[src/rtl/xbs_pkg.sv]
// Shared definitions for the bus buffer slice.
// Assumes byte lanes are 8 bits wide and lane k occupies bits 8k+7..8k.
package xbs_pkg;
    localparam int BYTE_W = 8;

    typedef enum logic [1:0] {
        XB_SWAP = 2'd0,
        XB_MEM  = 2'd1,
        XB_RSV  = 2'd2,
        XB_ADDR = 2'd3
    } xb_mode_e;
endpackage

[src/rtl/xbs_mode_ctl.sv]
// Holds the active personality of the slice.
// Assumes the requested mode is quasi-static; it is adopted only on an edge
// where no latch enable is asserted, and reset parks the slice in the
// reserved (idle) personality.
module xbs_mode_ctl
    import xbs_pkg::*;
(
    input  logic     clk,
    input  logic     rst_n,
    input  xb_mode_e mode_req,
    input  logic     any_le,
    output xb_mode_e act
);
    // Adopt the requested mode only while no capture is in progress.
    always_ff @(posedge clk) begin
        if (!rst_n)
            act <= XB_RSV;
        else if (!any_le)
            act <= mode_req;
    end

    p_mode_frozen_r2: assert property (@(posedge clk) disable iff (!rst_n)
        any_le |=> $stable(act));
endmodule

[src/rtl/xbs_datapath.sv]
// Latched word register, per-lane parity generation and read parity check.
// Assumes the controller never relies on captures in the reserved mode and
// that host_le has priority over tgt_le when both are asserted.
module xbs_datapath
    import xbs_pkg::*;
#(
    parameter int LANES = 4,
    localparam int DW   = LANES * BYTE_W
) (
    input  logic             clk,
    input  logic             rst_n,
    input  xb_mode_e         act,
    input  logic             host_le,
    input  logic             tgt_le,
    input  logic [LANES-1:0] lane_sel,
    input  logic [DW-1:0]    host_din,
    input  logic [DW-1:0]    tgt_din,
    input  logic [LANES-1:0] par_in,
    input  logic             perr_clr,
    output logic [DW-1:0]    word_q,
    output logic [LANES-1:0] word_par,
    output logic             perr
);
    logic [LANES-1:0] rd_par;
    logic             rd_bad;
    logic             rd_chk;

    // Even parity per lane for the stored word and for incoming read data.
    for (genvar k = 0; k < LANES; k++) begin : g_par
        assign word_par[k] = ^word_q[k*BYTE_W +: BYTE_W];
        assign rd_par[k]   = ^tgt_din[k*BYTE_W +: BYTE_W];
    end

    assign rd_bad = |(rd_par ^ par_in);
    assign rd_chk = (act == XB_MEM) && tgt_le && !host_le;

    // Capture into the latched word according to the active mode.
    always_ff @(posedge clk) begin
        if (!rst_n) begin
            word_q <= '0;
        end else begin
            case (act)
                XB_SWAP: begin
                    if (host_le)
                        word_q <= host_din;
                    else if (tgt_le)
                        for (int k = 0; k < LANES; k++)
                            if (lane_sel[k])
                                word_q[k*BYTE_W +: BYTE_W] <= tgt_din[BYTE_W-1:0];
                end
                XB_MEM: begin
                    if (host_le)
                        word_q <= host_din;
                    else if (tgt_le)
                        word_q <= tgt_din;
                end
                XB_ADDR: begin
                    if (host_le)
                        word_q <= host_din;
                end
                default: word_q <= word_q;
            endcase
        end
    end

    // Sticky parity-error flag; a new mismatch wins over a clear.
    always_ff @(posedge clk) begin
        if (!rst_n)
            perr <= 1'b0;
        else if (rd_chk && rd_bad)
            perr <= 1'b1;
        else if (perr_clr)
            perr <= 1'b0;
    end

    p_perr_sticky_r7: assert property (@(posedge clk) disable iff (!rst_n)
        (perr && !perr_clr) |=> perr);
    p_addr_ignores_tgt_r8: assert property (@(posedge clk) disable iff (!rst_n)
        (act == XB_ADDR && tgt_le && !host_le) |=> $stable(word_q));
    p_rsv_holds_word_r9: assert property (@(posedge clk) disable iff (!rst_n)
        (act == XB_RSV) |=> $stable(word_q));
endmodule

[src/rtl/xbs_drive.sv]
// Output steering and drive enables toward both buses.
// Assumes released buses are modelled by a low enable with zero data, and
// that host_oe outranks tgt_oe so the two directions never overlap.
module xbs_drive
    import xbs_pkg::*;
#(
    parameter int LANES = 4,
    localparam int DW   = LANES * BYTE_W
) (
    input  logic             clk,
    input  logic             rst_n,
    input  xb_mode_e         act,
    input  logic             host_oe,
    input  logic             tgt_oe,
    input  logic [LANES-1:0] lane_sel,
    input  logic [DW-1:0]    word_q,
    input  logic [LANES-1:0] word_par,
    output logic [DW-1:0]    host_dout,
    output logic             host_drv,
    output logic [DW-1:0]    tgt_dout,
    output logic             tgt_drv,
    output logic [LANES-1:0] par_out,
    output logic             par_drv
);
    logic [BYTE_W-1:0] pick;
    logic [DW-1:0]     tgt_word;

    // Select the lowest-numbered lane flagged in lane_sel.
    always_comb begin
        pick = '0;
        for (int k = LANES - 1; k >= 0; k--)
            if (lane_sel[k])
                pick = word_q[k*BYTE_W +: BYTE_W];
    end

    // Drive enables: host side in swap/memory, target side yields to host.
    always_comb begin
        host_drv = host_oe && (act == XB_SWAP || act == XB_MEM);
        tgt_drv  = tgt_oe && !host_oe && (act != XB_RSV);
        par_drv  = tgt_drv && (act == XB_MEM);
    end

    // Target-side word: one steered byte in swap mode, full word otherwise.
    always_comb begin
        if (act == XB_SWAP)
            tgt_word = {{(DW-BYTE_W){1'b0}}, pick};
        else
            tgt_word = word_q;
    end

    // Gate data with its enable so a released bus reads as zero.
    always_comb begin
        host_dout = host_drv ? word_q   : '0;
        tgt_dout  = tgt_drv  ? tgt_word : '0;
        par_out   = par_drv  ? word_par : '0;
    end

    p_one_dir_r10: assert property (@(posedge clk) disable iff (!rst_n)
        !(host_drv && tgt_drv));
    p_rsv_quiet_r9: assert property (@(posedge clk) disable iff (!rst_n)
        (act == XB_RSV) |-> !(host_drv || tgt_drv || par_drv));
    p_addr_no_host_r8: assert property (@(posedge clk) disable iff (!rst_n)
        (act == XB_ADDR) |-> !host_drv);
    p_par_with_data_r5: assert property (@(posedge clk) disable iff (!rst_n)
        par_drv |-> (tgt_drv && act == XB_MEM));
endmodule

[src/rtl/xbuf_slice.sv]
// Top of the multi-mode bus buffer slice: mode control, latched datapath
// with parity, and output steering.
// Assumes an external controller times every latch and output enable.
module xbuf_slice
    import xbs_pkg::*;
#(
    parameter int LANES = 4,
    localparam int DW   = LANES * BYTE_W
) (
    input  logic             clk,
    input  logic             rst_n,
    input  logic [1:0]       mode,
    input  logic [DW-1:0]    host_din,
    input  logic [DW-1:0]    tgt_din,
    input  logic [LANES-1:0] par_in,
    input  logic [LANES-1:0] lane_sel,
    input  logic             host_le,
    input  logic             tgt_le,
    input  logic             host_oe,
    input  logic             tgt_oe,
    input  logic             perr_clr,
    output logic [DW-1:0]    host_dout,
    output logic             host_drv,
    output logic [DW-1:0]    tgt_dout,
    output logic             tgt_drv,
    output logic [LANES-1:0] par_out,
    output logic             par_drv,
    output logic             perr
);
    xb_mode_e         act;
    logic [DW-1:0]    word_q;
    logic [LANES-1:0] word_par;

    xbs_mode_ctl u_mode (
        .clk      (clk),
        .rst_n    (rst_n),
        .mode_req (xb_mode_e'(mode)),
        .any_le   (host_le || tgt_le),
        .act      (act)
    );

    xbs_datapath #(.LANES(LANES)) u_dp (
        .clk      (clk),
        .rst_n    (rst_n),
        .act      (act),
        .host_le  (host_le),
        .tgt_le   (tgt_le),
        .lane_sel (lane_sel),
        .host_din (host_din),
        .tgt_din  (tgt_din),
        .par_in   (par_in),
        .perr_clr (perr_clr),
        .word_q   (word_q),
        .word_par (word_par),
        .perr     (perr)
    );

    xbs_drive #(.LANES(LANES)) u_drv (
        .clk       (clk),
        .rst_n     (rst_n),
        .act       (act),
        .host_oe   (host_oe),
        .tgt_oe    (tgt_oe),
        .lane_sel  (lane_sel),
        .word_q    (word_q),
        .word_par  (word_par),
        .host_dout (host_dout),
        .host_drv  (host_drv),
        .tgt_dout  (tgt_dout),
        .tgt_drv   (tgt_drv),
        .par_out   (par_out),
        .par_drv   (par_drv)
    );
endmodule

[config.mk]
export PLATFORM = sky130hd
export DESIGN_NAME = xbuf_slice
export DESIGN_NICKNAME = d
export VERILOG_FILES = /design/src/rtl/xbs_pkg.sv /design/src/rtl/xbs_mode_ctl.sv /design/src/rtl/xbs_datapath.sv /design/src/rtl/xbs_drive.sv /design/src/rtl/xbuf_slice.sv
export SDC_FILE = /design/constraint.sdc
export NUM_CORES = 1
export LEC_CHECK = 0
export BUFFER_PORTS_ARGS = -buffer_cell sky130_fd_sc_hd__buf_4
export CAP_MARGIN = 10
export CORE_MARGIN = 2
export CORE_UTILIZATION = 52
export DETAILED_ROUTE_END_ITERATION = 10
export PLACE_DENSITY = 0.87
export SYNTH_ARGS = -nofsm -noshare
export SYNTH_HDL_FRONTEND = slang
export SYNTH_SLANG_ARGS = --single-unit
[constraint.sdc]
create_clock -name clk -period 3.2 [get_ports clk]
set_input_delay 0.16 -clock clk [delete_from_list [all_inputs] [get_ports clk]]
set_output_delay 0.16 -clock clk [all_outputs]
set_load 0.1 [all_outputs]
---- Yosys cells after proc, flatten, opt, wreduce, memory -nomap -nowiden ----
Cells that the tools add are included.
word-level totals
  bits of input ports ..................... 81
  word-level logic and storage cells ...... 64
  output and inout port bits .............. 72
  register bits ........................... 35
cells by class
  bitwise gates (word level) .............. 1
  mux-type cells .......................... 20
  equality and inequality tests ........... 10
  reductions and logical operators ........ 27
operator list
  cell                                                                    number
  32-bit 2-to-1 mux                                                       8
  32-bit case mux with 3 select lines                                     1
  8-bit 2-to-1 mux                                                        8
  8-bit parity                                                            8
  5-bit AND reduction                                                     4
  3-bit inequality test (second input constant)                           6
  1-bit logical AND                                                       7
  4-bit 2-to-1 mux                                                        1
  2-bit inequality test (second input constant)                           2
  4-bit OR reduction                                                      1
  4-bit bitwise XOR                                                       1
  3-bit nonzero test                                                      1
  2-bit by 1-bit equality test with 1-bit output (second input constant)  1
  2-bit equality test (second input constant)                             1
  1-bit logical NOT                                                       2
  2-bit logical NOT                                                       1
  1-bit logical OR                                                        2
  1-bit 2-to-1 mux                                                        2
  2-bit nonzero test                                                      1

---- Longest topological paths before layout ----
Gate-level depths: netlist of run 1.
  depth in word-level cells ............... 6
  depth in mapped cells ................... 7
  depth with buffers taken out ............ 5

---- By module ----
Synthesis of run 1 repeated with hierarchy kept, for this count alone.
second synthesis, totals
  cell total of the unflattened synthesis .. 388
  area total of the unflattened synthesis .. 3165.5 sq um
modules (own cells, without submodules)
  module        cells each  times used  area each (sq um)  sequential area each (sq um)
  xbs_datapath  251         1           2304.7             660.6
  xbs_drive     130         1           784.5              0.0
  xbs_mode_ctl  6           1           70.1               40.0
  xbuf_slice    1           1           6.3                0.0

---- Worst setup path after synthesis of run 1 ----
OpenSTA, ideal clock, no wires.
  path type ............................... flip-flop to output port
  from .................................... reg u_mode.act[1]
  to ...................................... out host_dout[22]
  stages on the path, launching flop included .. 6
  path slack .............................. 406 ps
  data arrival time ....................... 2634 ps
  path through ............................ dfxtp_1 > buf_6 > buf_6 > nor2b_1 > clkbuf_1 > and2_1
between the ends
  longest elaborated chain between the ends .. 4
RTL lines
  what                                                                                 RTL line            source
  start: declaration                                                                   xbs_mode_ctl.sv:12  output xb_mode_e act
  start signal: assignment                                                             xbs_mode_ctl.sv:19  act <= mode_req;
  2-bit by 1-bit equality test with 1-bit output or 2-bit logical NOT (tied branches)  xbs_drive.sv:38     host_drv = host_oe && (act == XB_SWAP || act == XB_MEM);
  1-bit logical OR *                                                                   xbs_drive.sv:38
  1-bit logical AND *                                                                  xbs_drive.sv:38
  via host_drv                                                                         xbuf_slice.sv:23    output logic host_drv,
  32-bit 2-to-1 mux *                                                                  xbs_drive.sv:53     host_dout = host_drv ? word_q : '0;
  end: declaration                                                                     xbuf_slice.sv:22    output logic [DW-1:0] host_dout,
Mark *: on every way through the listed nets, which the timed path passes. The rest lies on a longest branch.

---- Worst setup path after layout of run 1 ----
  from .................................... reg u_mode.act[0]
  to ...................................... out tgt_dout[7]
between the ends
  longest elaborated chain between the ends .. 3
RTL lines
  what                                                        RTL line                          source
  2-bit logical NOT or 2-bit inequality test (tied branches)  xbs_drive.sv:45, xbs_drive.sv:39
  32-bit 2-to-1 mux or 1-bit logical AND (tied branches)      xbs_drive.sv:45, xbs_drive.sv:39
  32-bit 2-to-1 mux *                                         xbs_drive.sv:54                   tgt_dout = tgt_drv ? tgt_word : '0;
  end: declaration                                            xbuf_slice.sv:24                  output logic [DW-1:0] tgt_dout,
Mark *: on every way between the ends. The rest lies on a longest branch, timed or not.

==> results of run 1 <==
==> kinds of logic after synthesis <==
family | Yosys count
buffers and inverters | 36
multiplexers | 16
flip-flops | 35
AND/OR/NAND/NOR | 193
AO/OA/AOI/OAI | 107
XOR/XNOR | 56
==> layer usage <==
metal	wire length, um	vias up
li1	-	1787
met1	4458	1694
met2	5163	182
met3	915	17
met4	163	0
met5	0	-
==> cell usage after synthesis (12+ instances only) <==
| library cell | n |
|---|---|
| sky130_fd_sc_hd__nand2_1 | 99 |
| sky130_fd_sc_hd__xnor2_1 | 40 |
| sky130_fd_sc_hd__dfxtp_1 | 35 |
| sky130_fd_sc_hd__and2_1 | 32 |
| sky130_fd_sc_hd__a22o_1 | 24 |
| sky130_fd_sc_hd__a31o_2 | 24 |
| sky130_fd_sc_hd__and3_1 | 24 |
| sky130_fd_sc_hd__a21boi_1 | 22 |
| sky130_fd_sc_hd__nor2_1 | 21 |
| sky130_fd_sc_hd__clkbuf_1 | 17 |
| sky130_fd_sc_hd__mux2i_1 | 16 |
| sky130_fd_sc_hd__xor2_1 | 12 |
==> report_power, final <==
part	internal, uW	switching, uW
logic	236	237
clock network	252	166
registers	457	38.4
total	945	442
==> sequential cells by signal, summed over array words and instances (netlist names) <==
name and flops:
u_dp.perr 1, u_dp.word_q 32, u_mode.act 2
==> area by class of cell <==
class                      instances  area (um^2)  share of cell area
multi-input combinational        372         2494              0.5431
clock inverter                     2        35.03            0.007629
sequential                        35        701.9              0.1529
tap                               77        96.34             0.02098
timing repair buffer             156         1171              0.2550
clock buffer                       6        82.58             0.01798
inverter                           3        11.26            0.002452
==> worst min-delay path: stages <==
cell and delay, ns:
sky130_fd_sc_hd__buf_4 0.09, sky130_fd_sc_hd__nand2_1 0.04, sky130_fd_sc_hd__o211ai_1 0.08
==> per-stage QoR <==
step	instance area, um^2	hold slack (ns)	instances
after floorplan	3377	0.2986	443
after global placement	4474	0.4018	643
after detailed placement	4474	0.4194	643
after CTS	4592	0.1137	651
after global routing	4592	0.1254	651
final	4592	0.1170	651
==> worst min-delay path by stage <==
stage | to | slack [ns] | depth (start not counted)
detailed placement | u_mode.act[1] | 0.42 | 3
finish | u_mode.act[1] | 0.12 | 3
floorplan | u_mode.act[1] | 0.30 | 2
global route | u_mode.act[1] | 0.13 | 3
global placement | u_mode.act[1] | 0.40 | 3
CTS | u_mode.act[1] | 0.11 | 3
==> results.yml, run 1 <==
clock_network:
  clock_tree.buffer_depth: 2
  hold_buffers: 0
  numCtsBuffers: 5
  cts-root-buf: "sky130_fd_sc_hd__clkbuf_8"
  post-cts-setup-buffers: 0
  postCtsResizedCells: 0
  clk_latency_ns: 0.30
  cts.sink_count: 35
  cts_max_level: 2
  post_cts_clock_slew_at_the_launch_and_capture_registers_of_the_worst_setup_and_hold_paths_ns: 0.07
  tritoncts: "built"
route:
  antenna_violating_nets_post_route: 0
  route.vias.total: 3680
  detailedRoute.firstPassIterationCount: 5
  drt-wirelength-per-cell_um: 16.44
  routed_wirelength_um: 10700
  remaining_drc_errors: 0
  routed_via_density: 5.653
  drt_iter0_markers: 190
global_route:
  grt_max_degree: 37
  grt_use_met1: 0.3928
  use_met3: 0.03638
  grt-busiest-layer: "met2"
  total_overflow_reported_by_the_global_router: 0
  grt_pass1_wl_um: 17040
  met2_resource_use_gr: 0.4982
  antenna_violations_before_repair: 0
  gr_util_all_layers: 0.2935
  grt_pass1_vias: 3382
run_status:
  outcome: "finished, final reports clean"
floorplanning:
  floorplan.core_area_um2: 6314
  initial_core_util: 0.5349
  row_count: 29
  pin_count: 153
  fp.dieH_um: 84.59
  die_span_x_um: 84.59
  dieArea_um2: 7155
critical_path:
  r2r_start: "u_mode.act[1]"
  timing.critical_path.from: "u_mode.act[0]"
  crit_type: "reg -> out"
  cpPeakStageDelay_ns: 0.52
  critPathMaxFanout: 31
  worst-endpoint-required_ns: 3.04
  cp-endpoint: "tgt_dout[7]"
  rrSetupSlack_ns: 1.19
  critical_path.cell_chain: "nor3_4 -> mux2i_1 -> nor2_1 -> buf_4"
  worstSetupEndpointType: "primary output"
  setup_crit_start_kind: "register"
  crit_family: "simple AND/OR/NAND/NOR gates"
  worstPathBufferInverterCount: 1
  critical_path.slowest_cell: "sky130_fd_sc_hd__nor3_4"
  regToRegEndpoint: "u_dp.word_q[25]"
  worstRegToRegCells: 5
  instance_count_on_the_critical_path: 4
  worst_ep_arrival_time_ns: 1.90
hold_path:
  worst_hold_startpoint: "mode[1]"
  hp-class: "in -> reg"
yosys:
  synth_top_family_by_area: "simple AND/OR/NAND/NOR gates"
  mux_contribution_to_synthesized_area: 0.04742
  ys_warn_count: 0
  synth.distinct_cells: 37
  synth_top_area_cell: "sky130_fd_sc_hd__dfxtp_1"
  ys_ff_latch: 35
  synth_ff_type: "sky130_fd_sc_hd__dfxtp_1"
  synth-edff-count: 0
  synthTopCellsByArea: "sky130_fd_sc_hd__dfxtp_1, sky130_fd_sc_hd__nand2_1, sky130_fd_sc_hd__xnor2_1"
  netlist_area_pre_place_um2: 3377
  synth_fa_ha_area_frac: 0
  synth_top_area_share: 0.2075
  syn_inst_count: 443
  synth-seq-area-share: 0.2075
  synth_compound_gate_area_share: 0.2519
  synth-xor-area-share: 0.1615
  synth_simple_gate_area_share: 0.2775
  synthArstFlopShare: 0
  post_syn_nets: 524
  post_synth.cell_area_avg_um2: 7.623
sta:
  timing.final.hold_violations: 0
  layout_min_cycle_time_ns: 2.056
  rsz_0062_raised_after_global_routing: "no"
  max_freq_mhz: 486.4
  slew-limit-headroom: 0.3909
  final-max-slew-violation-count: 0
  max_slew.worst_pin.slew_ns: 0.9127
  layout_worst_path_cycle_share: 0.6424
  fin_skew_ns: 0.004499
  fin_setup_tns_ns: 0
  setup_slack_ns: 1.144
  finalSetupViolCount: 0
layout:
  final_common_cell: "sky130_fd_sc_hd__buf_4"
  antenna_diodes: 0
  num-nets-final: 654
  drive_above_1_share: 0.3432
  relative_area_change_from_synthesis_to_final_layout_pct: 35.98
  nFillCells: 527
  most-common-layout-cells: "sky130_fd_sc_hd__buf_4, sky130_fd_sc_hd__nand2_1, sky130_fd_sc_hd__xnor2_1"
  final_core_utilization: 0.7273
place:
  numPortBuffers: 152
  detailedPlace.worstSlack_ns: 1.238
  gp_congestion: 0.9033
  place.detailed.hpwl_um: 8355
power_and_ir_drop:
  vdd_ir_drop_max_mv: 0.2295
  power_density_nw_per_um2: 302.0
  report.power.total_uw: 1387
  cellLeakagePower_uw: 0.002228
run:
  max_cap_viol_count: 0
No activity file was read; power rests on OpenSTA's default activity.
==> run 2, diff against run 1 <==
--- a/config.mk
+++ b/config.mk
@@ -8,9 +8,9 @@
 export BUFFER_PORTS_ARGS = -buffer_cell sky130_fd_sc_hd__buf_4
 export CAP_MARGIN = 10
 export CORE_MARGIN = 2
-export CORE_UTILIZATION = 52
+export CORE_UTILIZATION = 48
 export DETAILED_ROUTE_END_ITERATION = 10
-export PLACE_DENSITY = 0.87
+export PLACE_DENSITY = 0.81
 export SYNTH_ARGS = -nofsm -noshare
 export SYNTH_HDL_FRONTEND = slang
 export SYNTH_SLANG_ARGS = --single-unit
==> constraint.sdc (replaced) <==
create_clock -name clk -period 2 [get_ports clk]
set_input_delay 0.1 -clock clk [delete_from_list [all_inputs] [get_ports clk]]
set_output_delay 0.1 -clock clk [all_outputs]
set_load 0.1 [all_outputs]
==> results.yml, run 2 (synthesis results as in run 1) <==
run_status:
  outcome: "finished, final reports clean"
route:
  drt-wirelength-per-cell_um: 16.01
  route.vias.total: 3734
  routed_via_density: 5.516
  remaining_drc_errors: 0
  routed_wirelength_um: 10840
  drt_iter0_markers: 206
  antenna_violating_nets_post_route: 0
  detailedRoute.firstPassIterationCount: 5
layout:
  most-common-layout-cells: "sky130_fd_sc_hd__buf_4, sky130_fd_sc_hd__nand2_1, sky130_fd_sc_hd__xnor2_1"
  num-nets-final: 661
  drive_above_1_share: 0.3804
  largest_register_ff_count: 32
  final_core_utilization: 0.6965
  largest_register: "u_dp.word_q"
  antenna_diodes: 0
  reg_top3: "u_dp.word_q x32, u_mode.act x2, u_dp.perr x1"
  final_common_cell: "sky130_fd_sc_hd__buf_4"
  relative_area_change_from_synthesis_to_final_layout_pct: 40.13
critical_path:
  crit_type: "reg -> out"
  critical_path.slowest_cell: "sky130_fd_sc_hd__dfxtp_2"
  worst-endpoint-required_ns: 1.90
  regToRegEndpoint: "u_dp.word_q[23]"
  critPathMaxFanout: 34
  worstSetupEndpointType: "primary output"
  worst_ep_arrival_time_ns: 1.79
  critical_path.cell_chain: "buf_6 -> nor2b_1 -> nand2_1 -> nor2_1 -> buf_4"
  r2r_start: "u_mode.act[1]"
  setup_crit_start_kind: "register"
  rrSetupSlack_ns: 0.27
  worstRegToRegCells: 5
  cpPeakStageDelay_ns: 0.37
place:
  numPortBuffers: 152
  place.detailed.hpwl_um: 8509
  detailedPlace.worstSlack_ns: 0.3251
  gp_congestion: 0.8776
power_and_ir_drop:
  power_density_nw_per_um2: 468.2
  vdd_ir_drop_max_mv: 0.3719
  cellLeakagePower_uw: 0.002274
  report.power.total_uw: 2216
sta:
  max_slew.worst_pin.slew_ns: 0.6572
  max_freq_mhz: 529.9
  rsz_0062_raised_after_global_routing: "no"
  slew-limit-headroom: 0.5618
  timing.final.hold_violations: 0
  layout_worst_path_cycle_share: 0.9436
  fin_setup_tns_ns: 0
  final-max-slew-violation-count: 0
  setup_slack_ns: 0.1128
  finalSetupViolCount: 0
  fin_skew_ns: 0.005479
  layout_min_cycle_time_ns: 1.887
hold_path:
  holdPathEnd: "u_mode.act[1]"
  worst_hold_startpoint: "mode[1]"
  worstHoldPathCells: 3
  hp-class: "in -> reg"
clock_network:
  tritoncts: "built"
  cts.sink_count: 35
  cts_max_level: 2
  cts-root-buf: "sky130_fd_sc_hd__clkbuf_8"
  post_cts_clock_slew_at_the_launch_and_capture_registers_of_the_worst_setup_and_hold_paths_ns: 0.07
  numCtsBuffers: 5
  clock_tree.buffer_depth: 2
  clk_latency_ns: 0.28
floorplanning:
  initial_core_util: 0.4971
  row_count: 30
  dieArea_um2: 7722
  fp.dieH_um: 87.88
  die_span_x_um: 87.88
  pin_count: 153
  floorplan.core_area_um2: 6794
global_route:
  antenna_violations_before_repair: 0
  grt_pass1_vias: 3332
  grt_pass1_wl_um: 16560
  total_overflow_reported_by_the_global_router: 0
  gr_util_all_layers: 0.2750
  grt_max_degree: 37
run:
  max_cap_viol_count: 0
run 2: cell count changes in the layout (fill, tap and decap cells not counted), moves of 3 or more:
cell | previous run | this run
sky130_fd_sc_hd__buf_4 | 156 | 161
sky130_fd_sc_hd__nor2_1 | 21 | 13
sky130_fd_sc_hd__nor2_2 | 2 | 7
sky130_fd_sc_hd__and2_2 | 0 | 8
sky130_fd_sc_hd__and2_1 | 32 | 24
sky130_fd_sc_hd__nor2_4 | 0 | 3
run 2: area by class of cell:
type / count / area, um^2
Multi-Input combinational cell: 372 / 2541
Inverter: 3 / 11.26
Timing Repair Buffer: 163 / 1240
Sequential cell: 35 / 701.9
Clock inverter: 2 / 35.03
Clock buffer: 6 / 82.58
Tap cell: 96 / 120.1
Fill cell: 582 / 2062
run 2: power breakdown:
part / total, uW / internal [uW] / leakage (uW) / switching, uW
Combinational: 782 / 388 / 0.00193 / 395
Clock: 646 / 403 / 0.0000612 / 243
Sequential: 787 / 732 / 0.000285 / 55.8
run 2: repair_timing:
action / 4_1_cts / 5_1_grt
resized for setup: 0 / 2
endpoints found under the setup margin: 0 / 34
buffers inserted: 0 / 1
hold endpoints to repair: 0 / 0
hold buffers: 0 / 0
run 2: worst max path at each step:
| stage | startpoint | end | slack [ns] | cells past startpoint |
|---|---|---|---|---|
| 6_report | u_mode.act[0] | par_out[2] | 0.11 | 5 |
| 5_1_grt | u_mode.act[0] | par_out[3] | 0.004 | 5 |
| 4_1_cts | u_mode.act[1] | host_dout[18] | 0.03 | 4 |
| 3_5_place_dp | u_mode.act[1] | u_dp.word_q[1] | 0.33 | 5 |
| 3_3_place_gp | u_mode.act[1] | u_dp.word_q[7] | 0.37 | 5 |
| 2_1_floorplan | u_mode.act[0] | par_out[0] | -0.32 | 4 |
run 2: critical path: cells and delay by family, from the launching register on:
| family | cells | cell delay [ns] |
|---|---|---|
| simple gates | 3 | 0.57 |
| buf+inv | 2 | 0.55 |
| flops | 1 | 0.37 |
run 2: stage by stage:
stage | hold slack, ns | std cells | area (um^2)
finish | 0.04766 | 677 | 4732
global route | 0.06193 | 677 | 4732
floorplan | 0.2386 | 443 | 3423
detailed placement | 0.3408 | 668 | 4588
global placement | 0.3338 | 668 | 4588
CTS | 0.04144 | 676 | 4706
run 2: metal layers:
| layer | up-vias | GRT usage | share of wire |
|---|---|---|---|
| met4 | 0 | 0.1133 | 0.032 |
| met2 | 202 | 0.4442 | 0.46 |
| met5 | - | 0 | 0 |
| li1 | 1800 | - | - |
| met1 | 1701 | 0.3734 | 0.43 |
| met3 | 31 | 0.03016 | 0.078 |
==> run 3, diff against run 2 <==
--- a/config.mk
+++ b/config.mk
@@ -7,10 +7,12 @@
 export LEC_CHECK = 0
 export BUFFER_PORTS_ARGS = -buffer_cell sky130_fd_sc_hd__buf_4
 export CAP_MARGIN = 10
+export CORE_ASPECT_RATIO = 1.4
 export CORE_MARGIN = 2
 export CORE_UTILIZATION = 48
 export DETAILED_ROUTE_END_ITERATION = 10
 export PLACE_DENSITY = 0.81
+export SETUP_SLACK_MARGIN = 0.4
 export SYNTH_ARGS = -nofsm -noshare
 export SYNTH_HDL_FRONTEND = slang
 export SYNTH_SLANG_ARGS = --single-unit
==> results.yml, run 3 (synthesis results as in run 1) <==
run_status:
  outcome: "finished, final reports clean"
clock_network:
  cts_max_level: 2
  cts.sink_count: 35
  hold_buffers: 0
  post_cts_clock_slew_at_the_launch_and_capture_registers_of_the_worst_setup_and_hold_paths_ns: 0.07
  tritoncts: "built"
  clk_latency_ns: 0.28
  clock_tree.buffer_depth: 2
  numCtsBuffers: 5
  cts-root-buf: "sky130_fd_sc_hd__clkbuf_8"
layout:
  largest_register: "u_dp.word_q"
  drive_above_1_share: 0.5977
  nFillCells: 392
  largest_register_ff_count: 32
  relative_area_change_from_synthesis_to_final_layout_pct: 71.77
  final_common_cell: "sky130_fd_sc_hd__buf_4"
  reg_top3: "u_dp.word_q x32, u_mode.act x2, u_dp.perr x1"
  num-nets-final: 680
  antenna_diodes: 0
  most-common-layout-cells: "sky130_fd_sc_hd__buf_4, sky130_fd_sc_hd__nand2_1, sky130_fd_sc_hd__buf_6"
  layout.area.seq_um2: 763.2
  multi_input_comb_area_um2: 2930
critical_path:
  worstSetupEndpointType: "primary output"
  crit_type: "reg -> out"
  critPathMaxFanout: 4
  setup_crit_start_kind: "register"
  worst_ep_arrival_time_ns: 1.63
  worst-endpoint-required_ns: 1.90
power_and_ir_drop:
  cellLeakagePower_uw: 0.002560
  seq_power_share: 0.352
  power.clock.fraction: 0.229
  swShare: 0.3536
  switchingPower_uw: 807.5
  internal_power_uw: 1476
  power_density_nw_per_um2: 393.7
  power.combinational.fraction: 0.419
  vdd_ir_drop_max_mv: 0.2961
sta:
  fin_setup_tns_ns: 0
  rsz_0062_raised_after_global_routing: "yes"
  slew-limit-headroom: 0.7150
  fin_skew_ns: 0.005095
  final-max-slew-violation-count: 0
  finalSetupViolCount: 0
  layout_worst_path_cycle_share: 0.8659
  max_freq_mhz: 577.4
  timing.final.hold_violations: 0
  max_slew.worst_pin.slew_ns: 0.4275
  layout_min_cycle_time_ns: 1.732
  setup_slack_ns: 0.2682
route:
  remaining_drc_errors: 0
  drt_iter0_markers: 312
  detailedRoute.firstPassIterationCount: 7
  route.vias.total: 4115
  antenna_violating_nets_post_route: 0
  drt-wirelength-per-cell_um: 20.24
  routed_via_density: 5.929
  routed_wirelength_um: 14050
global_route:
  grt_pass1_vias: 3737
  grt_max_degree: 37
  total_overflow_reported_by_the_global_router: 0
  gr_util_all_layers: 0.3139
  antenna_violations_before_repair: 0
  grt_pass1_wl_um: 18640
floorplanning:
  floorplan.core_area_um2: 6892
  fp.dieH_um: 103.2
  die_span_x_um: 74.89
  row_count: 36
  pin_count: 153
  dieArea_um2: 7732
  initial_core_util: 0.4900
run:
  max_cap_viol_count: 0
place:
  detailedPlace.worstSlack_ns: 0.2943
  numPortBuffers: 152
  place.detailed.hpwl_um: 8740
  gp_congestion: 0.8603
hold_path:
  hp-class: "in -> reg"
-- run 3: changes by cell type in the layout (fill, tap and decap cells not counted), moves of 24 or more --
cell / change
sky130_fd_sc_hd__buf_4: -59
sky130_fd_sc_hd__buf_6: +51
sky130_fd_sc_hd__dfxtp_1: -33
sky130_fd_sc_hd__dfxtp_2: +25
sky130_fd_sc_hd__and2_1: -24
sky130_fd_sc_hd__and3_1: -24
sky130_fd_sc_hd__and3_2: +24
-- run 3: metrics by stage --
step	total power (uW)	util	instance area [um^2]	instances	hold slack, ns
after floorplan	1348	-	3597	443	0.2386
after global placement	1602	0.6968	4802	672	0.3408
after detailed placement	1619	0.6968	4802	672	0.3780
after CTS	2177	0.7794	5371	681	0.08505
after global routing	2371	0.8417	5801	694	0.09983
final	2284	0.8417	5801	694	0.08751
-- run 3: timing repair --
action / 4_1_cts / 5_1_grt
pin swaps: 4 / 28
cloned: 0 / 5
buffers inserted: 2 / 8
gates resized for setup: 132 / 73
setup endpoints to repair: 100 / 95
-- run 3: layer usage --
layer,vias up,part of all wire,GRT usage
met2,258,0.54,0.5614
met1,1959,0.35,0.3805
li1,1847,-,-
met5,-,0,0
met4,0,0.041,0.1236
met3,51,0.066,0.02907
-- run 3: final cells by class --
| cell class | count | area share |
|---|---|---|
| repair buffers | 182 | 0.3244 |
| clock inverters | 1 | 0.0008628 |
| flip-flops and latches | 35 | 0.1316 |
| inverters | 3 | 0.003236 |
| multi-input cells | 372 | 0.5052 |
| clock buffers | 6 | 0.01424 |
| well taps | 95 | 0.02049 |
-- run 3: critical path, stage by stage (launching register included) --
cell and delay (ns):
sky130_fd_sc_hd__dfxtp_2 0.43, sky130_fd_sc_hd__xor2_2 0.26, sky130_fd_sc_hd__xnor2_2 0.13, sky130_fd_sc_hd__xnor2_1 0.28, sky130_fd_sc_hd__nor2_4 0.08, sky130_fd_sc_hd__buf_12 0.17
-- run 3: power by group through the flow --
stage	clock [uW]	sequential (uW)	combinational, uW
floorplan	0	779	569
global placement	0	803	799
detailed placement	0	805	813
CTS	524	796	858
global route	554	806	1010
finish	522	804	958
-- run 3: final timing paths --
kind	slack, ns	to	from	depth (start not counted)
min reg2reg	0.50	u_dp.word_q[12]	u_dp.word_q[12]	2
min	0.09	u_mode.act[0]	mode[0]	3
max reg2reg	0.40	u_dp.word_q[18]	u_mode.act[1]	7
max	0.27	par_out[0]	u_dp.word_q[1]	5
